<file path="src/rtl/ls_agen_pkg.sv">
package ls_agen_pkg;
  typedef enum logic [2:0] {
    SZ_WORD  = 3'd0,
    SZ_UBYTE = 3'd1,
    SZ_UHALF = 3'd2,
    SZ_SBYTE = 3'd3,
    SZ_SHALF = 3'd4
  } sizeClass_e;

  // Strobes from control to datapath.
  typedef struct packed {
    logic capture;   // request accepted this cycle
    logic shortImm;  // restrict immediate to its low field
    logic shiftEn;   // allow index shift
    logic subtract;  // base minus offset
    logic usePre;    // address is the sum
    logic wbGate;    // base writeback permitted
  } agStrobe_t;
endpackage

</file>
<file path="src/rtl/ls_agen_ctrl.sv">
module ls_agen_ctrl
  import ls_agen_pkg::*;
(
  input  logic       reqValid,
  input  logic [2:0] sizeClass,
  input  logic       addOffset,
  input  logic       preIndex,
  input  logic       writeBack,
  input  logic       condPass,
  output agStrobe_t  strobe
);
  sizeClass_e sz;
  logic wideForm;

  always_comb begin
    sz       = sizeClass_e'(sizeClass);
    wideForm = (sz == SZ_WORD) || (sz == SZ_UBYTE);
    strobe.capture  = reqValid;
    strobe.shortImm = !wideForm;
    strobe.shiftEn  = wideForm;
    strobe.subtract = !addOffset;
    strobe.usePre   = preIndex;
    strobe.wbGate   = reqValid && condPass && (!preIndex || writeBack);
  end
endmodule

</file>
<file path="src/rtl/ls_agen_shift.sv">
module ls_agen_shift #(
  parameter int DATA_W = 32,
  localparam int AMT_W = $clog2(DATA_W)
) (
  input  logic [DATA_W-1:0] valIn,
  input  logic [1:0]        kind,
  input  logic [AMT_W-1:0]  amt,
  output logic [DATA_W-1:0] valOut
);
  logic [2*DATA_W-1:0] rotPair;

  always_comb begin
    rotPair = {valIn, valIn} >> amt;
    if (amt == '0) begin
      valOut = valIn;
    end else begin
      unique case (kind)
        2'd0:    valOut = valIn << amt;
        2'd1:    valOut = valIn >> amt;
        2'd2:    valOut = DATA_W'($signed(valIn) >>> amt);
        default: valOut = rotPair[DATA_W-1:0];
      endcase
    end
  end
endmodule

</file>
<file path="src/rtl/ls_agen_ldfmt.sv">
module ls_agen_ldfmt
  import ls_agen_pkg::*;
#(
  parameter int DATA_W = 32,
  localparam int LANE_W = $clog2(DATA_W / 8)
) (
  input  logic [DATA_W-1:0] rdWord,
  input  logic [LANE_W-1:0] laneAddr,
  input  logic [2:0]        sizeClass,
  output logic [DATA_W-1:0] loadData
);
  logic [DATA_W-1:0] byteShifted, halfShifted;
  logic [7:0]  pickByte;
  logic [15:0] pickHalf;

  always_comb begin
    byteShifted = rdWord >> ({3'b000, laneAddr} * 8);
    halfShifted = rdWord >> ({3'b000, laneAddr[LANE_W-1:1], 1'b0} * 8);
    pickByte = byteShifted[7:0];
    pickHalf = halfShifted[15:0];
    unique case (sizeClass_e'(sizeClass))
      SZ_UBYTE: loadData = DATA_W'(pickByte);
      SZ_UHALF: loadData = DATA_W'(pickHalf);
      SZ_SBYTE: loadData = {{(DATA_W-8){pickByte[7]}}, pickByte};
      SZ_SHALF: loadData = {{(DATA_W-16){pickHalf[15]}}, pickHalf};
      default:  loadData = rdWord;
    endcase
  end
endmodule

</file>
<file path="src/rtl/ls_agen_dp.sv">
module ls_agen_dp
  import ls_agen_pkg::*;
#(
  parameter int DATA_W = 32,
  parameter int IMM_W = 12,
  parameter int SHORT_IMM_W = 8,
  localparam int AMT_W = $clog2(DATA_W),
  localparam int LANE_W = $clog2(DATA_W / 8)
) (
  input  logic              clk,
  input  logic              rstN,
  input  agStrobe_t         strobe,
  input  logic [2:0]        sizeClass,
  input  logic [DATA_W-1:0] base,
  input  logic [DATA_W-1:0] indexReg,
  input  logic [IMM_W-1:0]  immOff,
  input  logic              offIsReg,
  input  logic [1:0]        shiftKind,
  input  logic [AMT_W-1:0]  shiftAmt,
  input  logic [DATA_W-1:0] rdWord,
  output logic              outValid,
  output logic [DATA_W-1:0] effAddr,
  output logic [DATA_W-1:0] wbValue,
  output logic              wbEnable,
  output logic [DATA_W-1:0] loadData
);
  logic [DATA_W-1:0] shiftedIdx, offset, sum;
  logic [2:0]        sizeQ;

  ls_agen_shift #(.DATA_W(DATA_W)) u_shift (
    .valIn (indexReg),
    .kind  (shiftKind),
    .amt   (shiftAmt),
    .valOut(shiftedIdx)
  );

  always_comb begin
    if (offIsReg)
      offset = strobe.shiftEn ? shiftedIdx : indexReg;
    else if (strobe.shortImm)
      offset = DATA_W'(immOff[SHORT_IMM_W-1:0]);
    else
      offset = DATA_W'(immOff);
    sum = strobe.subtract ? (base - offset) : (base + offset);
  end

  always_ff @(posedge clk) begin
    if (!rstN) begin
      outValid <= 1'b0;
      wbEnable <= 1'b0;
      effAddr  <= '0;
      wbValue  <= '0;
      sizeQ    <= '0;
    end else begin
      outValid <= strobe.capture;
      wbEnable <= strobe.wbGate;
      if (strobe.capture) begin
        effAddr <= strobe.usePre ? sum : base;
        wbValue <= sum;
        sizeQ   <= sizeClass;
      end
    end
  end

  ls_agen_ldfmt #(.DATA_W(DATA_W)) u_fmt (
    .rdWord   (rdWord),
    .laneAddr (effAddr[LANE_W-1:0]),
    .sizeClass(sizeQ),
    .loadData (loadData)
  );
endmodule

</file>
<file path="src/rtl/ls_agen.sv">
module ls_agen
  import ls_agen_pkg::*;
#(
  parameter int DATA_W = 32,
  parameter int IMM_W = 12,
  parameter int SHORT_IMM_W = 8,
  localparam int AMT_W = $clog2(DATA_W)
) (
  input  logic              clk,
  input  logic              rstN,
  input  logic              reqValid,
  input  logic [2:0]        sizeClass,
  input  logic [DATA_W-1:0] base,
  input  logic [DATA_W-1:0] indexReg,
  input  logic [IMM_W-1:0]  immOff,
  input  logic              offIsReg,
  input  logic [1:0]        shiftKind,
  input  logic [AMT_W-1:0]  shiftAmt,
  input  logic              addOffset,
  input  logic              preIndex,
  input  logic              writeBack,
  input  logic              condPass,
  input  logic [DATA_W-1:0] rdWord,
  output logic              outValid,
  output logic [DATA_W-1:0] effAddr,
  output logic [DATA_W-1:0] wbValue,
  output logic              wbEnable,
  output logic [DATA_W-1:0] loadData
);
  agStrobe_t strobe;

  ls_agen_ctrl u_ctrl (
    .reqValid (reqValid),
    .sizeClass(sizeClass),
    .addOffset(addOffset),
    .preIndex (preIndex),
    .writeBack(writeBack),
    .condPass (condPass),
    .strobe   (strobe)
  );

  ls_agen_dp #(
    .DATA_W(DATA_W), .IMM_W(IMM_W), .SHORT_IMM_W(SHORT_IMM_W)
  ) u_dp (
    .clk      (clk),
    .rstN     (rstN),
    .strobe   (strobe),
    .sizeClass(sizeClass),
    .base     (base),
    .indexReg (indexReg),
    .immOff   (immOff),
    .offIsReg (offIsReg),
    .shiftKind(shiftKind),
    .shiftAmt (shiftAmt),
    .rdWord   (rdWord),
    .outValid (outValid),
    .effAddr  (effAddr),
    .wbValue  (wbValue),
    .wbEnable (wbEnable),
    .loadData (loadData)
  );
endmodule

</file>
<file path="config.mk">
export PLATFORM = sky130hd
export DESIGN_NAME = ls_agen
export DESIGN_NICKNAME = d
export VERILOG_FILES = /design/src/rtl/ls_agen_pkg.sv /design/src/rtl/ls_agen_ctrl.sv /design/src/rtl/ls_agen_shift.sv /design/src/rtl/ls_agen_ldfmt.sv /design/src/rtl/ls_agen_dp.sv /design/src/rtl/ls_agen.sv
export SDC_FILE = /design/constraint.sdc
export NUM_CORES = 1
export LEC_CHECK = 0
export BUFFER_PORTS_ARGS = -buffer_cell sky130_fd_sc_hd__buf_2
export CORE_AREA = 5 5 122 210
export DETAILED_ROUTE_END_ITERATION = 7
export DIE_AREA = 0 0 127 215
export PLACE_DENSITY_LB_ADDON = 0.2
export SYNTH_ARGS = -nofsm -noshare
export SYNTH_HDL_FRONTEND = slang
export SYNTH_HIERARCHICAL = 1
export SYNTH_SLANG_ARGS = --single-unit
export TNS_END_PERCENT = 30
</file>
<file path="constraint.sdc">
create_clock -name clk -period 5.3 [get_ports clk]
set_input_delay 0.265 -clock clk [delete_from_list [all_inputs] [get_ports clk]]
set_output_delay 0.265 -clock clk [all_outputs]
set_load 0.05 [all_outputs]
</file>
==> impl_metrics.csv, run 1 <==
group,metric,value,unit
synth,synth_ff_type,"dfxtp_1",
synth,syn_area_per_cell,7.50,um^2
die,rows,75,
synth,synth_cells,1635,
clocking,ctsHoldBuffers,0,
synth,synth-edff-count,0,
placement,portBuffers,223,
placement,hpwl,50900,um
die,ios,224,
grt,grtUsageTotal,0.597,
synth,synthArstFlopShare,0,
timing,crit_endpoint,"u_dp/effAddr[29]$_SDFFE_PN0P_/D",
grt,grt_overflow,3,
synth,ys_seq_area_frac,0.113,
clocking,cts.sinks,69,
timing,worstEpCategory,"register data pin",
clocking,root_buffer,"clkbuf_16",
synth,yosys_warnings,6,
outcome,tool.error,"[ERROR GRT-0232] Routing congestion too high. Check the congestion heatmap in the GUI.",
synth,syn_area,12300,um^2
synth,syn_nets,1794,
die,die_h,215,um
grt,antenna_found_initial,7,
placement,place_congestion,1.12,
clocking,clk_path_buf_depth,2,
outcome,lastStage,"global routing",
die,die_width,127,um
synth,ys_ff_latch,69,
grt,grt_max_degree,103,
outcome,status,"stopped before the end",
synth,ys_types,99,
placement,dp_cells,2471,
placement,dp_worst_setup_slack,-1.02,ns
die,initial_core_util,0.515,
clocking,h-tree-depth,3,
clocking,cts_buffers,9,
placement,dpl-instance-area,16600,um^2
[what timing repair did]
action | in CTS
setup buffers | 24
cloned | 2
endpoints found under the setup margin | 38
gates resized for setup | 66
pin swaps | 20
[routing by layer]
metal,GRT usage,GRT overflow
met1,0.575,0
met2,0.861,1
met3,0.295,0
met4,0.656,2
met5,0.0625,0
[synthesized netlist by cell type, drive strengths merged, types with 17 or more instances]
cell type / instances / area share
and3: 24 / 0.013
o21ai: 77 / 0.032
a21oi: 131 / 0.054
a21o: 37 / 0.023
mux2i: 126 / 0.10
ha: 32 / 0.033
clkbuf: 70 / 0.022
inv: 27 / 0.0083
nand3: 33 / 0.013
nor2: 153 / 0.047
a221o: 17 / 0.014
xor2: 33 / 0.024
nand2b: 21 / 0.011
dfxtp: 69 / 0.11
buf: 83 / 0.042
nor3: 22 / 0.0090
mux4: 25 / 0.048
a31oi: 33 / 0.018
o211ai: 19 / 0.012
mux2: 80 / 0.075
xnor2: 25 / 0.018
a211oi: 33 / 0.020
a221oi: 18 / 0.013
o22ai: 18 / 0.0092
nand2: 171 / 0.052
[cells by family after synthesis]
logic type	share of synthesized area
multiplexers	0.227
adder cells (fa/ha/maj)	0.0343
AND/OR/NAND/NOR	0.199
AO/OA/AOI/OAI	0.312
XOR/XNOR	0.0420
buffers and inverters	0.0728
flip-flops	0.113
[through the flow]
stage                     hold slack (ns)  setup TNS, ns
after floorplan                     0.413        -0.0864
after global placement              0.462         -17.45
after detailed placement            0.477         -25.53
after CTS                           0.215        -0.0128
==> run 2, diff against run 1 <==
--- a/config.mk
+++ b/config.mk
@@ -6,10 +6,10 @@
 export NUM_CORES = 1
 export LEC_CHECK = 0
 export BUFFER_PORTS_ARGS = -buffer_cell sky130_fd_sc_hd__buf_2
-export CORE_AREA = 5 5 122 210
+export CORE_AREA = 5 5 182 184
 export DETAILED_ROUTE_END_ITERATION = 7
-export DIE_AREA = 0 0 127 215
-export PLACE_DENSITY_LB_ADDON = 0.2
+export DIE_AREA = 0 0 187 189
+export PLACE_DENSITY_LB_ADDON = 0.15
 export SYNTH_ARGS = -nofsm -noshare
 export SYNTH_HDL_FRONTEND = slang
 export SYNTH_HIERARCHICAL = 1
==> constraint.sdc (replaced) <==
create_clock -name clk -period 6.9 [get_ports clk]
set_input_delay 0.345 -clock clk [delete_from_list [all_inputs] [get_ports clk]]
set_output_delay 0.345 -clock clk [all_outputs]
set_load 0.05 [all_outputs]
==> impl_metrics.csv, run 2 <==
group,metric,value,unit
outcome,status,"finished, final reports clean",
placement,dp_cells,2197,
cells_and_area,fin_cells,2214,
die,rows,65,
placement,place_congestion,1.07,
die,die_width,187,um
routing,vias,14500,
timing,finClkSkew,0,ns
cells_and_area,fillers,3259,
power_and_ir_drop,internal_power,1.29,mW
synth,yosys_warnings,6,
timing,finalCritPeriodShare,0.938,
synth,synthXorXnorAreaFrac,0.0420,
synth,synth_ff_type,"dfxtp_1",
clocking,post-cts-setup-buffers,0,
synth,synth_top_area_share,0.113,
synth,yosys.area.top_type,"dfxtp_1",
placement,hpwl,43100,um
clocking,cts.sinks,69,
setup_path,worstPathMaxFanout,29,
timing,rsz0062_at_grt,"false",
die,core_area,31200,um^2
cells_and_area,final_common_cell,"buf_2",
synth,ys_ff_latch,69,
synth,synth-simple-area-share,0.199,
clocking,root_buffer,"clkbuf_16",
clocking,cts_tree,"done",
cells_and_area,fin_nets,1965,
synth,syn_area,12300,um^2
timing,period_minus_slack,6.47,ns
min_path,hold_class,"in -> reg",
routing,wirelength,56600,um
die,die_area,35300,um^2
routing,antenna_left,0,
synth,synth_mux_area_frac,0.227,
synth,synth_top_cells_by_count,"nand2_1, nor2_1, a21oi_1, mux2i_1",
grt,grtUsageTotal,0.301,
job,drv_cap,0,
synth,synth.most_common_cell,"nand2_1",
synth,ys_types,99,
synth,synth_cells,1635,
die,die_h,189,um
setup_path,crit_type,"in -> reg",
power_and_ir_drop,pwr-share-seq,0.187,
grt,grt_overflow,0,
synth,synth_top_family_by_area,"compound AO/OA/AOI/OAI gates",
clocking,path_clk_slew,0.06,ns
synth,synth-compound-area-share,0.312,
synth,synth-edff-count,0,
synth,synthArstFlopShare,0,
power_and_ir_drop,peakVddDrop,106,uV
cells_and_area,fin_util,0.452,
grt,grt_pass1_wl,84800,um
clocking,cts_buffers,9,
cells_and_area,seqCellArea,1380,um^2
cells_and_area,reg_top3,"u_dp/effAddr (32), u_dp/wbValue (32), u_dp/sizeQ (3)",
power_and_ir_drop,p_sw_frac,0.501,
setup_path,required,7.15,ns
power_and_ir_drop,leakagePower,6.19,nW
grt,grt_pass1_vias,13500,
clocking,clock_latency,0.33,ns
setup_path,cp-start-kind,"input pin",
power_and_ir_drop,clkPwrFrac,0.183,
power_and_ir_drop,power,2.59,mW
grt,grt_max_degree,76,
setup_path,worstPathArrival,6.73,ns
timing,clock.fmax,154,MHz
synth,syn_nets,1794,
power_and_ir_drop,p_sw,1.30,mW
setup_path,crit_path_end_kind,"register",
power_and_ir_drop,p_comb_frac,0.630,
timing,finalSetupTns,0,ns
grt,antenna_found_initial,2,
placement,portBuffers,223,
routing,dr.first_iter.drc_count,1941,
setup_path,cp-startpoint,"shiftAmt[0]",
timing,worst_hold_slack,0.246,ns
routing,routedWlPerCell,25.6,um
placement,dp_worst_setup_slack,0.359,ns
setup_path,rr_startpoint,"u_dp/sizeQ[2]",
synth,ys_seq_area_frac,0.113,
synth,syn_area_per_cell,7.50,um^2
synth,synthAdderAreaFrac,0.0343,
clocking,clk_path_buf_depth,2,
synth,synth.area.top_cells,"dfxtp_1, mux2i_1, mux2_2",
die,initial_core_util,0.393,
routing,vias_per_cell,6.57,
cells_and_area,fin_area,14100,um^2
cells_and_area,final_cell_mix,"buf_2, nand2_1, nor2_1, a21oi_1, mux2i_1",
placement,dpl-instance-area,13800,um^2
clocking,h-tree-depth,3,
die,ios,224,
power_and_ir_drop,pwr_density_cell,183,nW/um^2
timing,setup_violations,0,
timing,setup_slack,0.427,ns
cells_and_area,multi_input_area,10000,um^2
timing,slew_violations,0,
min_path,hold_start,"sizeClass[0]",
timing,tightest_slew,1.05,ns
routing,drc_errors,0,
routing,firstDrtPassIters,7,
cells_and_area,syn_to_final_growth,15.1,%
timing,hold_viol,0,
timing,slew_headroom,0.297,
cells_and_area,drive_gt1_frac,0.251,
run 2: cell counts after synthesis:
Identical to the previous run, type by type.
run 2: logic make-up after synthesis:
family	Yosys count
adders and majority gates	33
muxes	231
xor gates and xnor gates	58
buffers and inverters	182
AOI/OAI and AO/OA	547
and+or+nand+nor	515
DFF	69
run 2: cell type report:
cell class	count	share of cell area
clock buffer	9	0.0159
antenna	1	0.000177
clock inverter	7	0.00523
tap	402	0.0356
multi-input combinational	1384	0.708
timing repair buffer	313	0.130
inverter	29	0.00771
sequential	69	0.0978
run 2: worst paths after layout:
path         slack (ns)  depth (start not counted)               end
max reg2reg        5.75                          2     u_dp/sizeQ[2]
min reg2reg        0.48                          2  u_dp/wbValue[24]
min                0.25                          3     u_dp/sizeQ[0]
max                0.43                         24  u_dp/effAddr[27]
run 2: power groups by stage:
stage | clock, mW | sequential, mW | combinational, mW
finish | 0.473 | 0.484 | 1.63
floorplan | 0 | 0.671 | 0.944
CTS | 0.486 | 0.484 | 1.60
global placement | 0 | 0.492 | 1.60
global route | 0.503 | 0.491 | 1.73
detailed placement | 0 | 0.492 | 1.60
run 2: routing by layer:
metal  global-route usage  part of all wire  vias to the layer above
li1                     -                 -                     6571
met1                0.426              0.44                     6895
met2                0.458              0.42                      933
met3               0.0601             0.095                      146
met4                0.104             0.043                        2
met5                    0           0.00012                        -
run 2: critical path: stages:
cell	delay, ns
buf_4	0.35
buf_12	0.27
mux2_2	0.39
mux2i_1	0.38
a2111oi_0	0.19
nor3_1	0.38
a221oi_1	0.20
mux2_2	0.33
a22o_1	0.29
nor4_4	0.27
and4b_1	0.33
and2_1	0.20
a21oi_1	0.09
xor2_1	0.20
ha_1	0.44
nand4_1	0.22
nor4_1	0.28
o311ai_0	0.25
nand2_1	0.16
o2111ai_1	0.15
nand2_1	0.16
a31oi_1	0.17
or3b_2	0.47
a41oi_1	0.18
run 2: repair_timing:
| action | 4_1_cts | 5_1_grt |
|---|---|---|
| resized for setup | 0 | 1 |
| endpoints found under the setup margin | 0 | 1 |
| hold buffers | 0 | 0 |
Note: power is estimated with default switching activity, not from simulation.
==> run 3, diff against run 2 <==
--- a/config.mk
+++ b/config.mk
@@ -6,9 +6,9 @@
 export NUM_CORES = 1
 export LEC_CHECK = 0
 export BUFFER_PORTS_ARGS = -buffer_cell sky130_fd_sc_hd__buf_2
-export CORE_AREA = 5 5 182 184
+export CORE_AREA = 2 2 179 181
 export DETAILED_ROUTE_END_ITERATION = 7
-export DIE_AREA = 0 0 187 189
+export DIE_AREA = 0 0 181 183
 export PLACE_DENSITY_LB_ADDON = 0.15
 export SYNTH_ARGS = -nofsm -noshare
 export SYNTH_HDL_FRONTEND = slang
==> constraint.sdc (replaced) <==
create_clock -name clk -period 6.9 [get_ports clk]
set_input_delay 2.07 -clock clk [delete_from_list [all_inputs] [get_ports clk]]
set_output_delay 2.07 -clock clk [all_outputs]
set_load 0.05 [all_outputs]
==> impl_metrics.csv, run 3 (synthesis results as in run 2) <==
group,metric,value,unit
setup_path,cp_slowest_cell,"a222oi_1",
grt,grtUsageTotal,0.357,
clocking,cts_buffers,9,
die,die_area,33100,um^2
power_and_ir_drop,peakVddDrop,144,uV
cells_and_area,diodes,0,
power_and_ir_drop,pwr-share-seq,0.154,
setup_path,max_stage_delay,0.37,ns
routing,vias,16100,
power_and_ir_drop,clkPwrFrac,0.161,
grt,grt_max_degree,83,
timing,finalCritPeriodShare,1.03,
timing,tightest_slew,0.998,ns
timing,finalSetupTns,-2.20,ns
routing,dr.first_iter.drc_count,1609,
grt,grt_pass1_vias,15000,
setup_path,required,7.14,ns
routing,firstDrtPassIters,6,
routing,antenna_left,0,
die,initial_core_util,0.393,
die,ios,224,
timing,clock.fmax,140,MHz
power_and_ir_drop,leakagePower,8.51,nW
outcome,violations,"setup timing",
timing,setup_violations,18,
setup_path,worstPathArrival,7.37,ns
setup_path,crit_path_end_kind,"register",
power_and_ir_drop,p_sw_frac,0.462,
die,die_width,181,um
job,drv_cap,0,
setup_path,path_delay_family,"buffers and inverters",
cells_and_area,fillers,2993,
power_and_ir_drop,p_comb_frac,0.684,
grt,grt_overflow,0,
clocking,clk_path_buf_depth,2,
timing,period_minus_slack,7.13,ns
outcome,status,"complete, but fails checks",
routing,wirelength,62000,um
placement,place_congestion,1.02,
setup_path,cp-start-kind,"input pin",
power_and_ir_drop,power,3.17,mW
power_and_ir_drop,internal_power,1.70,mW
power_and_ir_drop,p_sw,1.46,mW
placement,hpwl,49200,um
setup_path,worstPathMaxFanout,5,
placement,portBuffers,223,
setup_path,path_common_cell,"buf_4",
setup_path,cp_num_buf_inv,10,
clocking,cts.sinks,69,
cells_and_area,reg_top3,"u_dp/effAddr (32), u_dp/wbValue (32), u_dp/sizeQ (3)",
die,die_h,183,um
min_path,hold_class,"reg -> reg",
die,rows,65,
power_and_ir_drop,pwr_density_cell,172,nW/um^2
clocking,h-tree-depth,3,
cells_and_area,final_cell_mix,"buf_4, buf_2, nand2_1, nor2_1, a21oi_1",
routing,drc_errors,0,
timing,setup_slack,-0.230,ns
timing,slew_violations,0,
clocking,clock_latency,0.35,ns
grt,antenna_found_initial,2,
cells_and_area,fin_nets,2391,
clocking,path_clk_slew,0.06,ns
clocking,cts_tree,"done",
cells_and_area,final_common_cell,"buf_4",
routing,vias_per_cell,6.09,
timing,hold_viol,0,
cells_and_area,drive_gt1_frac,0.452,
timing,slew_headroom,0.326,
die,core_area,31200,um^2
timing,finClkSkew,0,ns
routing,routedWlPerCell,23.5,um
setup_path,crit_type,"in -> reg",
cells_and_area,syn_to_final_growth,50.3,%
grt,grt_pass1_wl,91700,um
clocking,root_buffer,"clkbuf_16",
timing,rsz0062_at_grt,"true",
run 3: cell count changes in the layout (fill, tap and decap cells not counted), sizes merged:
cell      before  now
buf          313  737
bufinv         1    2
clkbuf         9   12
clkinv         6    5
clkinvlp       1    0
diode          1    0
run 3: layout make-up:
| class | instances | area [um^2] | share of cell area |
|---|---|---|---|
| clock buffer | 10 | 229 | 0.0124 |
| tap | 402 | 503 | 0.0273 |
| sequential | 69 | 1380 | 0.0749 |
| inverter | 29 | 109 | 0.00590 |
| clock inverter | 6 | 95.1 | 0.00516 |
| timing repair buffer | 739 | 5330 | 0.289 |
| multi-input combinational | 1384 | 10800 | 0.585 |
run 3: stage by stage:
step                      hold WS, ns  cell area (um^2)  std cells  setup slack, ns  utilization
after floorplan                 0.485             12400       1635          -0.0536            -
after global placement          0.463             16800       2568           -0.962        0.538
after detailed placement        0.474             16800       2568            -1.12        0.538
after CTS                       0.482             17700       2613           -0.148        0.567
after global routing            0.498             18400       2639           -0.378        0.590
final                           0.482             18400       2639           -0.230        0.590
run 3: repair_timing:
item                       in CTS  in global routing
pin swaps                      38                 95
gates cloned                    3                  2
buffers inserted               28                 26
hold buffers                    0                  0
setup endpoints to repair      40                 40
gates resized for setup        73                126
run 3: power by group through the flow:
stage          registers, mW  clock network (mW)  logic, mW
2_1_floorplan          0.671                   0      0.958
3_3_place_gp           0.494                   0       1.93
3_5_place_dp           0.497                   0       1.93
4_1_cts                0.489               0.519       2.03
5_1_grt                0.495               0.536       2.29
6_report               0.489               0.511       2.17
run 3: path summary, 6_finish.rpt:
check | startpoint | to | slack [ns] | cells past startpoint
min reg2reg | u_dp/wbValue[5] | u_dp/wbValue[5] | 0.48 | 2
max | shiftAmt[0] | u_dp/wbValue[27] | -0.23 | 30
max reg2reg | u_dp/sizeQ[0] | u_dp/sizeQ[0] | 5.34 | 3
min | u_dp/wbValue[5] | u_dp/wbValue[5] | 0.48 | 2
run 3: layer usage:
metal | routed length, um | track usage | part of all wire
met5 | 27 | 0 | 0.00044
met3 | 5600 | 0.0832 | 0.090
met1 | 27100 | 0.481 | 0.44
met4 | 2160 | 0.125 | 0.035
met2 | 27100 | 0.560 | 0.44
run 3: worst min-delay path, delay by kind of cell, from the launching register on:
kind / cells / cell delay (ns)
and+or+nand+nor: 1 / 0.08
DFF: 1 / 0.31
AOI/OAI and AO/OA: 1 / 0.05
